**src/rtl/bcf_pkg.sv**
```systemverilog
package bcf_pkg;
  typedef enum logic [1:0] {
    PH_DATA_OUT = 2'b00,
    PH_DATA_IN  = 2'b01,
    PH_COMMAND  = 2'b10,
    PH_STATUS   = 2'b11
  } phase_e;
endpackage

```
**src/rtl/bcf_ram.sv**
```systemverilog
module bcf_ram #(
  parameter int DW    = 8,
  parameter int DEPTH = 16
) (
  input  logic                     clk,
  input  logic                     we,
  input  logic [$clog2(DEPTH)-1:0] waddr,
  input  logic [DW-1:0]            wdata,
  input  logic                     re,
  input  logic [$clog2(DEPTH)-1:0] raddr,
  output logic [DW-1:0]            rdata
);
  logic [DW-1:0] mem [DEPTH];

  always_ff @(posedge clk) begin
    if (we) mem[waddr] <= wdata;
  end

  always_ff @(posedge clk) begin
    if (re) rdata <= mem[raddr];
  end
endmodule

```
**src/rtl/bcf_data_ctl.sv**
```systemverilog
module bcf_data_ctl #(
  parameter int DEPTH = 16
) (
  input  logic                     clk,
  input  logic                     rst,
  input  logic                     flush,
  input  logic                     wr_req,
  input  logic                     rd_req,
  input  logic                     phase_ok,
  output logic                     push,
  output logic                     ram_re,
  output logic [$clog2(DEPTH)-1:0] wptr,
  output logic [$clog2(DEPTH)-1:0] rptr,
  output logic [$clog2(DEPTH):0]   count,
  output logic                     ovr,
  output logic                     pio,
  output logic                     zero_out
);
  localparam int AW = $clog2(DEPTH);
  localparam int CW = AW + 1;
  localparam logic [CW-1:0] LIMIT = CW'(DEPTH - 1);
  localparam logic [AW-1:0] LAST  = AW'(DEPTH - 1);

  logic at_limit, pop;

  assign at_limit = (count == LIMIT);
  assign push     = wr_req & ~flush & ~at_limit;
  assign pop      = rd_req & ~flush & (count != '0);
  assign ram_re   = pop & phase_ok;

  always_ff @(posedge clk) begin
    if (rst) begin
      count    <= '0;
      wptr     <= '0;
      rptr     <= '0;
      ovr      <= 1'b0;
      pio      <= 1'b0;
      zero_out <= 1'b1;
    end else begin
      ovr <= wr_req & ~flush & at_limit;
      pio <= pop & ~phase_ok;
      if (pop) zero_out <= ~phase_ok;
      if (flush) begin
        count <= '0;
        wptr  <= '0;
        rptr  <= '0;
      end else begin
        case ({push, pop})
          2'b10:   count <= count + 1'b1;
          2'b01:   count <= count - 1'b1;
          default: count <= count;
        endcase
        if (pop && !push && count == CW'(1)) begin
          wptr <= '0;
          rptr <= '0;
        end else begin
          if (push) wptr <= (wptr == LAST) ? '0 : wptr + 1'b1;
          if (pop)  rptr <= (rptr == LAST) ? '0 : rptr + 1'b1;
        end
      end
    end
  end
endmodule

```
**src/rtl/bcf_cmd_ctl.sv**
```systemverilog
module bcf_cmd_ctl #(
  parameter int DEPTH = 16
) (
  input  logic                     clk,
  input  logic                     rst,
  input  logic                     flush,
  input  logic                     cap_wr,
  output logic                     we,
  output logic [$clog2(DEPTH)-1:0] waddr,
  output logic [$clog2(DEPTH):0]   len,
  output logic                     ovr
);
  localparam int AW = $clog2(DEPTH);
  localparam int CW = AW + 1;

  logic room;

  assign room  = (len < CW'(DEPTH));
  assign we    = cap_wr & ~flush & room;
  assign waddr = len[AW-1:0];

  always_ff @(posedge clk) begin
    if (rst) begin
      len <= '0;
      ovr <= 1'b0;
    end else begin
      ovr <= cap_wr & ~flush & ~room;
      if (flush)   len <= '0;
      else if (we) len <= len + 1'b1;
    end
  end
endmodule

```
**src/rtl/byte_cmd_fifo.sv**
```systemverilog
module byte_cmd_fifo #(
  parameter int DW    = 8,
  parameter int DEPTH = 16
) (
  input  logic                     clk,
  input  logic                     rst,
  input  logic                     wr_en,
  input  logic [DW-1:0]            wr_data,
  input  logic                     rd_en,
  input  logic [1:0]               phase,
  input  logic                     cap_mode,
  input  logic                     flush,
  input  logic [$clog2(DEPTH)-1:0] cmd_rd_idx,
  output logic [DW-1:0]            rd_data,
  output logic [DW-1:0]            cmd_rd_data,
  output logic [$clog2(DEPTH):0]   cmd_len,
  output logic [$clog2(DEPTH):0]   fill_count,
  output logic                     ovr_err,
  output logic                     pio_err,
  output logic                     tc_clr
);
  import bcf_pkg::*;
  localparam int AW = $clog2(DEPTH);

  logic          phase_ok, d_push, d_re, d_ovr, d_zero, c_we, c_ovr;
  logic [AW-1:0] d_wptr, d_rptr, c_waddr;
  logic [DW-1:0] d_q;

  assign phase_ok = (phase_e'(phase) == PH_DATA_OUT);

  bcf_data_ctl #(.DEPTH(DEPTH)) data_ctl_i (
    .clk(clk), .rst(rst), .flush(flush),
    .wr_req(wr_en & ~cap_mode), .rd_req(rd_en), .phase_ok(phase_ok),
    .push(d_push), .ram_re(d_re), .wptr(d_wptr), .rptr(d_rptr),
    .count(fill_count), .ovr(d_ovr), .pio(pio_err), .zero_out(d_zero)
  );

  bcf_ram #(.DW(DW), .DEPTH(DEPTH)) data_ram_i (
    .clk(clk), .we(d_push), .waddr(d_wptr), .wdata(wr_data),
    .re(d_re), .raddr(d_rptr), .rdata(d_q)
  );

  bcf_cmd_ctl #(.DEPTH(DEPTH)) cmd_ctl_i (
    .clk(clk), .rst(rst), .flush(flush), .cap_wr(wr_en & cap_mode),
    .we(c_we), .waddr(c_waddr), .len(cmd_len), .ovr(c_ovr)
  );

  bcf_ram #(.DW(DW), .DEPTH(DEPTH)) cmd_ram_i (
    .clk(clk), .we(c_we), .waddr(c_waddr), .wdata(wr_data),
    .re(1'b1), .raddr(cmd_rd_idx), .rdata(cmd_rd_data)
  );

  assign rd_data = d_zero ? '0 : d_q;
  assign ovr_err = d_ovr | c_ovr;

  always_ff @(posedge clk) begin
    if (rst) tc_clr <= 1'b0;
    else     tc_clr <= wr_en;
  end
endmodule

```
**config.mk**
```make
export PLATFORM = sky130hd
export DESIGN_NAME = byte_cmd_fifo
export DESIGN_NICKNAME = d
export VERILOG_FILES = /design/src/rtl/bcf_pkg.sv /design/src/rtl/bcf_ram.sv /design/src/rtl/bcf_data_ctl.sv /design/src/rtl/bcf_cmd_ctl.sv /design/src/rtl/byte_cmd_fifo.sv
export SDC_FILE = /design/constraint.sdc
export NUM_CORES = 1
export LEC_CHECK = 0
export BUFFER_PORTS_ARGS = -buffer_cell sky130_fd_sc_hd__buf_2
export CAP_MARGIN = 40
export CORE_ASPECT_RATIO = 1.2
export CORE_MARGIN = 2
export CORE_UTILIZATION = 40
export DETAILED_ROUTE_END_ITERATION = 10
export MAX_ROUTING_LAYER = met4
export PLACE_DENSITY_LB_ADDON = 0.25
export REMOVE_ABC_BUFFERS = 1
export SYNTH_ARGS = -nofsm -noshare
export SYNTH_HDL_FRONTEND = slang
export SYNTH_SLANG_ARGS = --single-unit
```
**constraint.sdc**
```tcl
create_clock -name clk -period 4.1 [get_ports clk]
set_input_delay 1.025 -clock clk [delete_from_list [all_inputs] [get_ports clk]]
set_output_delay 1.025 -clock clk [all_outputs]
set_load 0.01 [all_outputs]
```
# Yosys cells after proc, flatten, opt, wreduce, memory -nomap -nowiden
# Memory sizes are Yosys's and may differ from the RTL's. A register that Yosys moved wholly into a read port is not among the register bits.
# Cells that the tools add are included.
[totals]
ff_bits = 23
latchBits = 0
mem_bits_rw = 256
mem_bits_ro = 0
in_bits = 20
out_inout_bits = 29
word_cells = 57
n_memories = 2
[op_classes]
addsub = 5
n_mul = 0
div_mod_pow = 0
magnitude_cmp = 1
eq_ne = 6
shifts = 0
mux = 8
bitwise = 18
n_reduce_logical = 8
[memory_table]
columns = ["name", "words", "word_bits", "rd", "rd_clocked_by_memory_dff", "write_ports", "line_no", "rtl"]
rows = [
  ["cmd_ram_i.mem", 16, 8, 1, 1, 1, "bcf_ram.sv:13", "logic [DW-1:0] mem [DEPTH];"],
  ["data_ram_i.mem", 16, 8, 1, 1, 1, "bcf_ram.sv:13", ""],
]
[ops]
columns = ["op", "count"]
rows = [
  ["AND 1 bit", 12],
  ["adder 5 x 1 -> 5 bit, second input constant", 2],
  ["one-hot mux 5 bit (2 select lines)", 1],
  ["adder 4 x 1 -> 4 bit, second input constant", 2],
  ["== test 4 bit, second input constant", 2],
  ["2-to-1 mux 4 bit", 2],
  ["2-to-1 mux 8 bit", 1],
  ["== test 5 x 1 -> 1 bit, second input constant", 1],
  ["== test 5 x 4 -> 1 bit, second input constant", 1],
  ["less-than comparator 5 bit, second input constant", 1],
  ["NOT 1 bit", 5],
  ["nonzero test 5 bit", 1],
  ["subtractor 5 x 1 -> 5 bit, second input constant", 1],
  ["2-to-1 mux 1 bit", 4],
  ["OR reduction 3 bit", 1],
  ["== test 2 x 1 -> 1 bit, second input constant", 1],
  ["== test 2 bit, second input constant", 1],
  ["logical AND 1 bit", 2],
  ["logical NOT 2 bit", 1],
  ["nonzero test 2 bit", 1],
  ["OR reduction 2 bit", 1],
  ["logical NOT 1 bit", 1],
  ["bitwise OR 1 bit", 1],
]

# Logic depth before layout (Yosys ltp)
[logic_depth]
depth_word = 8
mapped_depth = 11
mapped_depth_nobuf = 10

# Cells and area by module
# From an unflattened synthesis, not the netlist that was laid out.
[hier_totals]
cells_unflattened = 595
area_unflattened_um2 = 11711.2
[by_module_without_submodules]
columns = ["mod", "instances", "cells_per_inst", "area_each_um2", "seq_area_each_um2"]
rows = [
  ["bcf_ram", 2, 229, 5227.5, 4083.9],
  ["bcf_data_ctl", 1, 94, 864.6, 320.3],
  ["bcf_cmd_ctl", 1, 28, 289.0, 120.1],
  ["byte_cmd_fifo", 1, 15, 102.6, 20.0],
]

# Worst setup path before layout
# No wires, ideal clock.
[synth_timing]
kind = "in2reg"
startpoint = "input flush"
endpoint = "register data_ctl_i.count[3]"
setup_ns = 0.127
t_arrival_ns = 2.552
required_ns = 3.973
path_slack_ns = 1.420
path_stages = 8
path_buffers = 1
path_cell_list = "nand2b_1 > a21oi_2 > ha_1 > buf_2 > or4b_1 > a21oi_1 > xnor2_1 > nor2_1"
[synth_between]
elab_chain_len = 5
elab_cells_between_ends = 10
cone_classes = "eq/ne (2); mux (1); bitwise (5); reduce/logical (2)"
[synth_lines]
columns = ["item", "line_no", "rtl"]
rows = [
  ["start: declaration", "byte_cmd_fifo.sv:12", "input logic flush,"],
  ["NOT 1 bit *", "bcf_data_ctl.sv:28", "assign pop = rd_req & ~flush & (count != '0);"],
  ["AND 1 bit * (2 in series)", "bcf_data_ctl.sv:28", ""],
  ["net data_ctl_i.pop", "bcf_data_ctl.sv:24", "logic at_limit, pop;"],
  ["== test 2 x 1 -> 1 bit or == test 2 bit (tied branches)", "bcf_data_ctl.sv:48", "case ({push, pop})"],
  ["one-hot mux 5 bit (2 select lines) or nonzero test 2 bit (tied branches)", "-", ""],
  ["end signal: assignment", "bcf_data_ctl.sv:49", "2'b10: count <= count + 1'b1;"],
  ["end signal: assignment", "bcf_data_ctl.sv:50", "2'b01: count <= count - 1'b1;"],
  ["end signal: assignment", "bcf_data_ctl.sv:51", "default: count <= count;"],
  ["end: declaration", "bcf_data_ctl.sv:14", "output logic [$clog2(DEPTH):0] count,"],
]
# Mark *: on every way through the listed nets, which the timed path passes. The rest lies on a longest branch.
# A chain may end at the register's enable or synchronous reset.

# Worst setup path in the final report
[layout_timing]
startpoint = "register data_ctl_i.count[0]"
endpoint = "memory data_ram_i.mem[15][4] (enable)"
[layout_between]
elab_chain_len = 5
[layout_lines]
columns = ["item", "line_no", "rtl"]
rows = [
  ["== test 5 x 4 -> 1 bit", "bcf_data_ctl.sv:26", "assign at_limit = (count == LIMIT);"],
  ["NOT 1 bit", "bcf_data_ctl.sv:27", "assign push = wr_req & ~flush & ~at_limit;"],
  ["AND 1 bit", "bcf_data_ctl.sv:27", ""],
  ["2-to-1 mux 1 bit", "bcf_ram.sv:16", "if (we) mem[waddr] <= wdata;"],
  ["2-to-1 mux 1 bit (not written as such)", "bcf_ram.sv:16", ""],
  ["end: declaration", "bcf_ram.sv:13", ""],
]
# No other way between the ends.

==> flow_summary.ini <==
[status]
outcome = finished, final reports clean

[job]
cap_viol_max_count = 0

[sta]
worst_clock_skew_ns = 0.00891
drv_slew = 0
max-slew-margin-rel_pct = 44.0
hold_viol = 0
tightest_slew_ns = 0.839
post-route-min-period_ns = 2.89
tns_ns = 0
fmax_ghz = 0.346
rsz0062_at_grt = no
setup_viol = 0
period_share_pct = 70.5

[logic_synthesis]
syn_avg_cell_area_um2 = 19.3
synthesis.area_mm2 = 0.0115
synth_cells = 596
synthSimpleGateAreaFrac_pct = 5.10
yosysSeqAreaShare_pct = 74.1
yosysMostFrequentCell = edfxtp_1
yosys-mux-area-fraction_pct = 13.4
synth_top_family_by_area = multiplexers
synth_cell_types = 46
synth_edf_count = 264
async_flop_share_pct = 0
ys_warn_count = 0
synth_top_cell_by_area = edfxtp_1
synth_xor_area_share_pct = 0.608
synth_fa_ha_area_share_pct = 1.63
synthTopCellsByCount = edfxtp_1, mux4_2, nor2_1, a22oi_1
synth_seq_cells = 295
ys.flop_type = edfxtp_1
yosys-top-cells-area = edfxtp_1, mux4_2, dfxtp_1
netlist.area_leader.share_pct = 68.8
synth_compound_area_share_pct = 3.33

[floorplanning]
fp.dieH_um = 190
rows = 68
ios = 49
die_w_um = 159
start_util_pct = 40.3
dieArea_mm2 = 0.0302
fp.coreArea_mm2 = 0.0286

[critical_path]
endpoint_kind = flip-flop
required_ns = 4.27
crit_arrival_ns = 3.06
critPathLaunchType = flip-flop
crit_type = flip-flop to flip-flop
path_max_fanout = 8

[clock_tree]
cts_htree_levels = 1
cts_num_sinks = 295
cts_max_path_buffers = 3
cts_tree = done
clkTransAtPathRegs_ns = 0.06
cts_setup_buffers = 0
cts_hold_buf = 0
ctsResizeCount = 0
cts_root_buffer = clkbuf_16
numCtsBuffers = 30
clock_latency_ns = 0.54

[power_and_ir_drop]
powerDensity_mw_per_mm2 = 466
power_leakage_nw = 4.29
ir_drop_mv = 0.352

[routing]
vias_per_cell = 5.29
wl_um = 23800
firstDrtPassIters = 5
antenna_left = 0
drc = 0
drtIter0Drc = 520
routed-via-count = 5649
wl_per_cell_um = 22.3

[grt]
grt_pass1_wl_um = 36400
grtUsageTotal_pct = 16.5
grt_overflow = 0
grt_max_degree = 33
grt_pass1_vias = 5855
antenna_found_initial = 0

[cells_and_area]
antenna_cells = 0
drive_above_1_share_pct = 22.6
finish.utilization_pct = 45.9
syn_to_final_growth_pct = 13.9
nets = 693

[hold_path]
min_path_type = flip-flop to flip-flop

[place]
gp_congestion = 0.814
dp_hpwl_um = 15200
io_buffers = 48
==> through the flow <==
stage	setup slack [ns]	hold WS, ns	instance area (um2)	std cells	power [mW]
global route	1.02	0.588	13100	1067	6.30
detailed placement	0.975	0.523	12200	1011	3.55
global placement	1.10	0.503	12200	1011	3.54
floorplan	1.43	0.481	11400	567	3.44
CTS	1.17	0.533	13100	1067	6.17
finish	1.21	0.538	13100	1067	6.12
==> cell type report <==
type / instances / area (um2)
flip-flops and latches: 295 / 8550
inverters: 9 / 33.8
clock inverters: 17 / 153
repair buffers: 59 / 335
clock buffers: 39 / 806
well taps: 385 / 482
multi-input cells: 263 / 2780
fillers: 2475 / 15500
==> worst max-delay path, cell delays in order (launching register included) <==
cell and delay [ns]:
dfxtp_1 0.38, ha_1 0.25, and3_1 0.19, ha_1 0.22, nor4b_4 0.53, nand2_1 0.28, nor2_1 0.66
==> registers in the layout, summed over array words and instances (netlist names), 4 cells and up <==
| name | flops |
|---|---|
| data_ctl_i.rptr | 4 |
| data_ctl_i.wptr | 4 |
| data_ctl_i.count | 5 |
| cmd_ctl_i.len | 5 |
| data_ram_i.mem | 128 |
| cmd_ram_i.mem | 128 |
| data_ram_i.rdata | 8 |
| cmd_ram_i.rdata | 8 |
==> logic make-up (layout without fill, tap and decap cells) <==
family          Yosys count  in the layout
flops                   295            295
compound gates           53             53
mux                      67             67
fa+ha+maj                15             15
buf+inv                  38            124
xor+xnor                  8              8
simple gates            120            120
==> power breakdown <==
part | switching [mW] | internal, mW
combinational | 0.118 | 0.0670
clock | 1.07 | 1.56
sequential | 0.00581 | 3.29
total | 1.20 | 4.92
==> worst paths after layout <==
path	to	startpoint	cells after the start	slack [ns]
max	data_ram_i.mem[15][4]	data_ctl_i.count[0]	6	1.21
min	data_ctl_i.wptr[1]	data_ctl_i.wptr[1]	2	0.54
min reg2reg	data_ctl_i.wptr[1]	data_ctl_i.wptr[1]	2	0.54
max reg2reg	data_ram_i.mem[15][4]	data_ctl_i.count[0]	6	1.21
==> routing by layer <==
metal | global-route usage [%] | vias up | routed length [um]
met5 | - | - | 0
met4 | 4.76 | 0 | 592
met3 | 2.29 | 45 | 1320
met2 | 27.5 | 162 | 11800
met1 | 21.5 | 2917 | 10100
li1 | - | 2525 | -
==> placed cells by master, fill, tap and decap left out, types with 10 or more instances in the layout <==
cell type | synthesis | final
a22oi_1 | 33 | 33
buf_2 | 3 | 48
buf_4 | 3 | 10
clkbuf_16 | 0 | 31
dfxtp_1 | 31 | 30
edfxtp_1 | 264 | 264
ha_1 | 15 | 15
mux4_1 | 20 | 20
mux4_2 | 44 | 44
nand2_1 | 31 | 31
nor2_1 | 43 | 43
nor2b_1 | 14 | 14
nor3_1 | 11 | 11
Power figures use the tool's default switching activity.
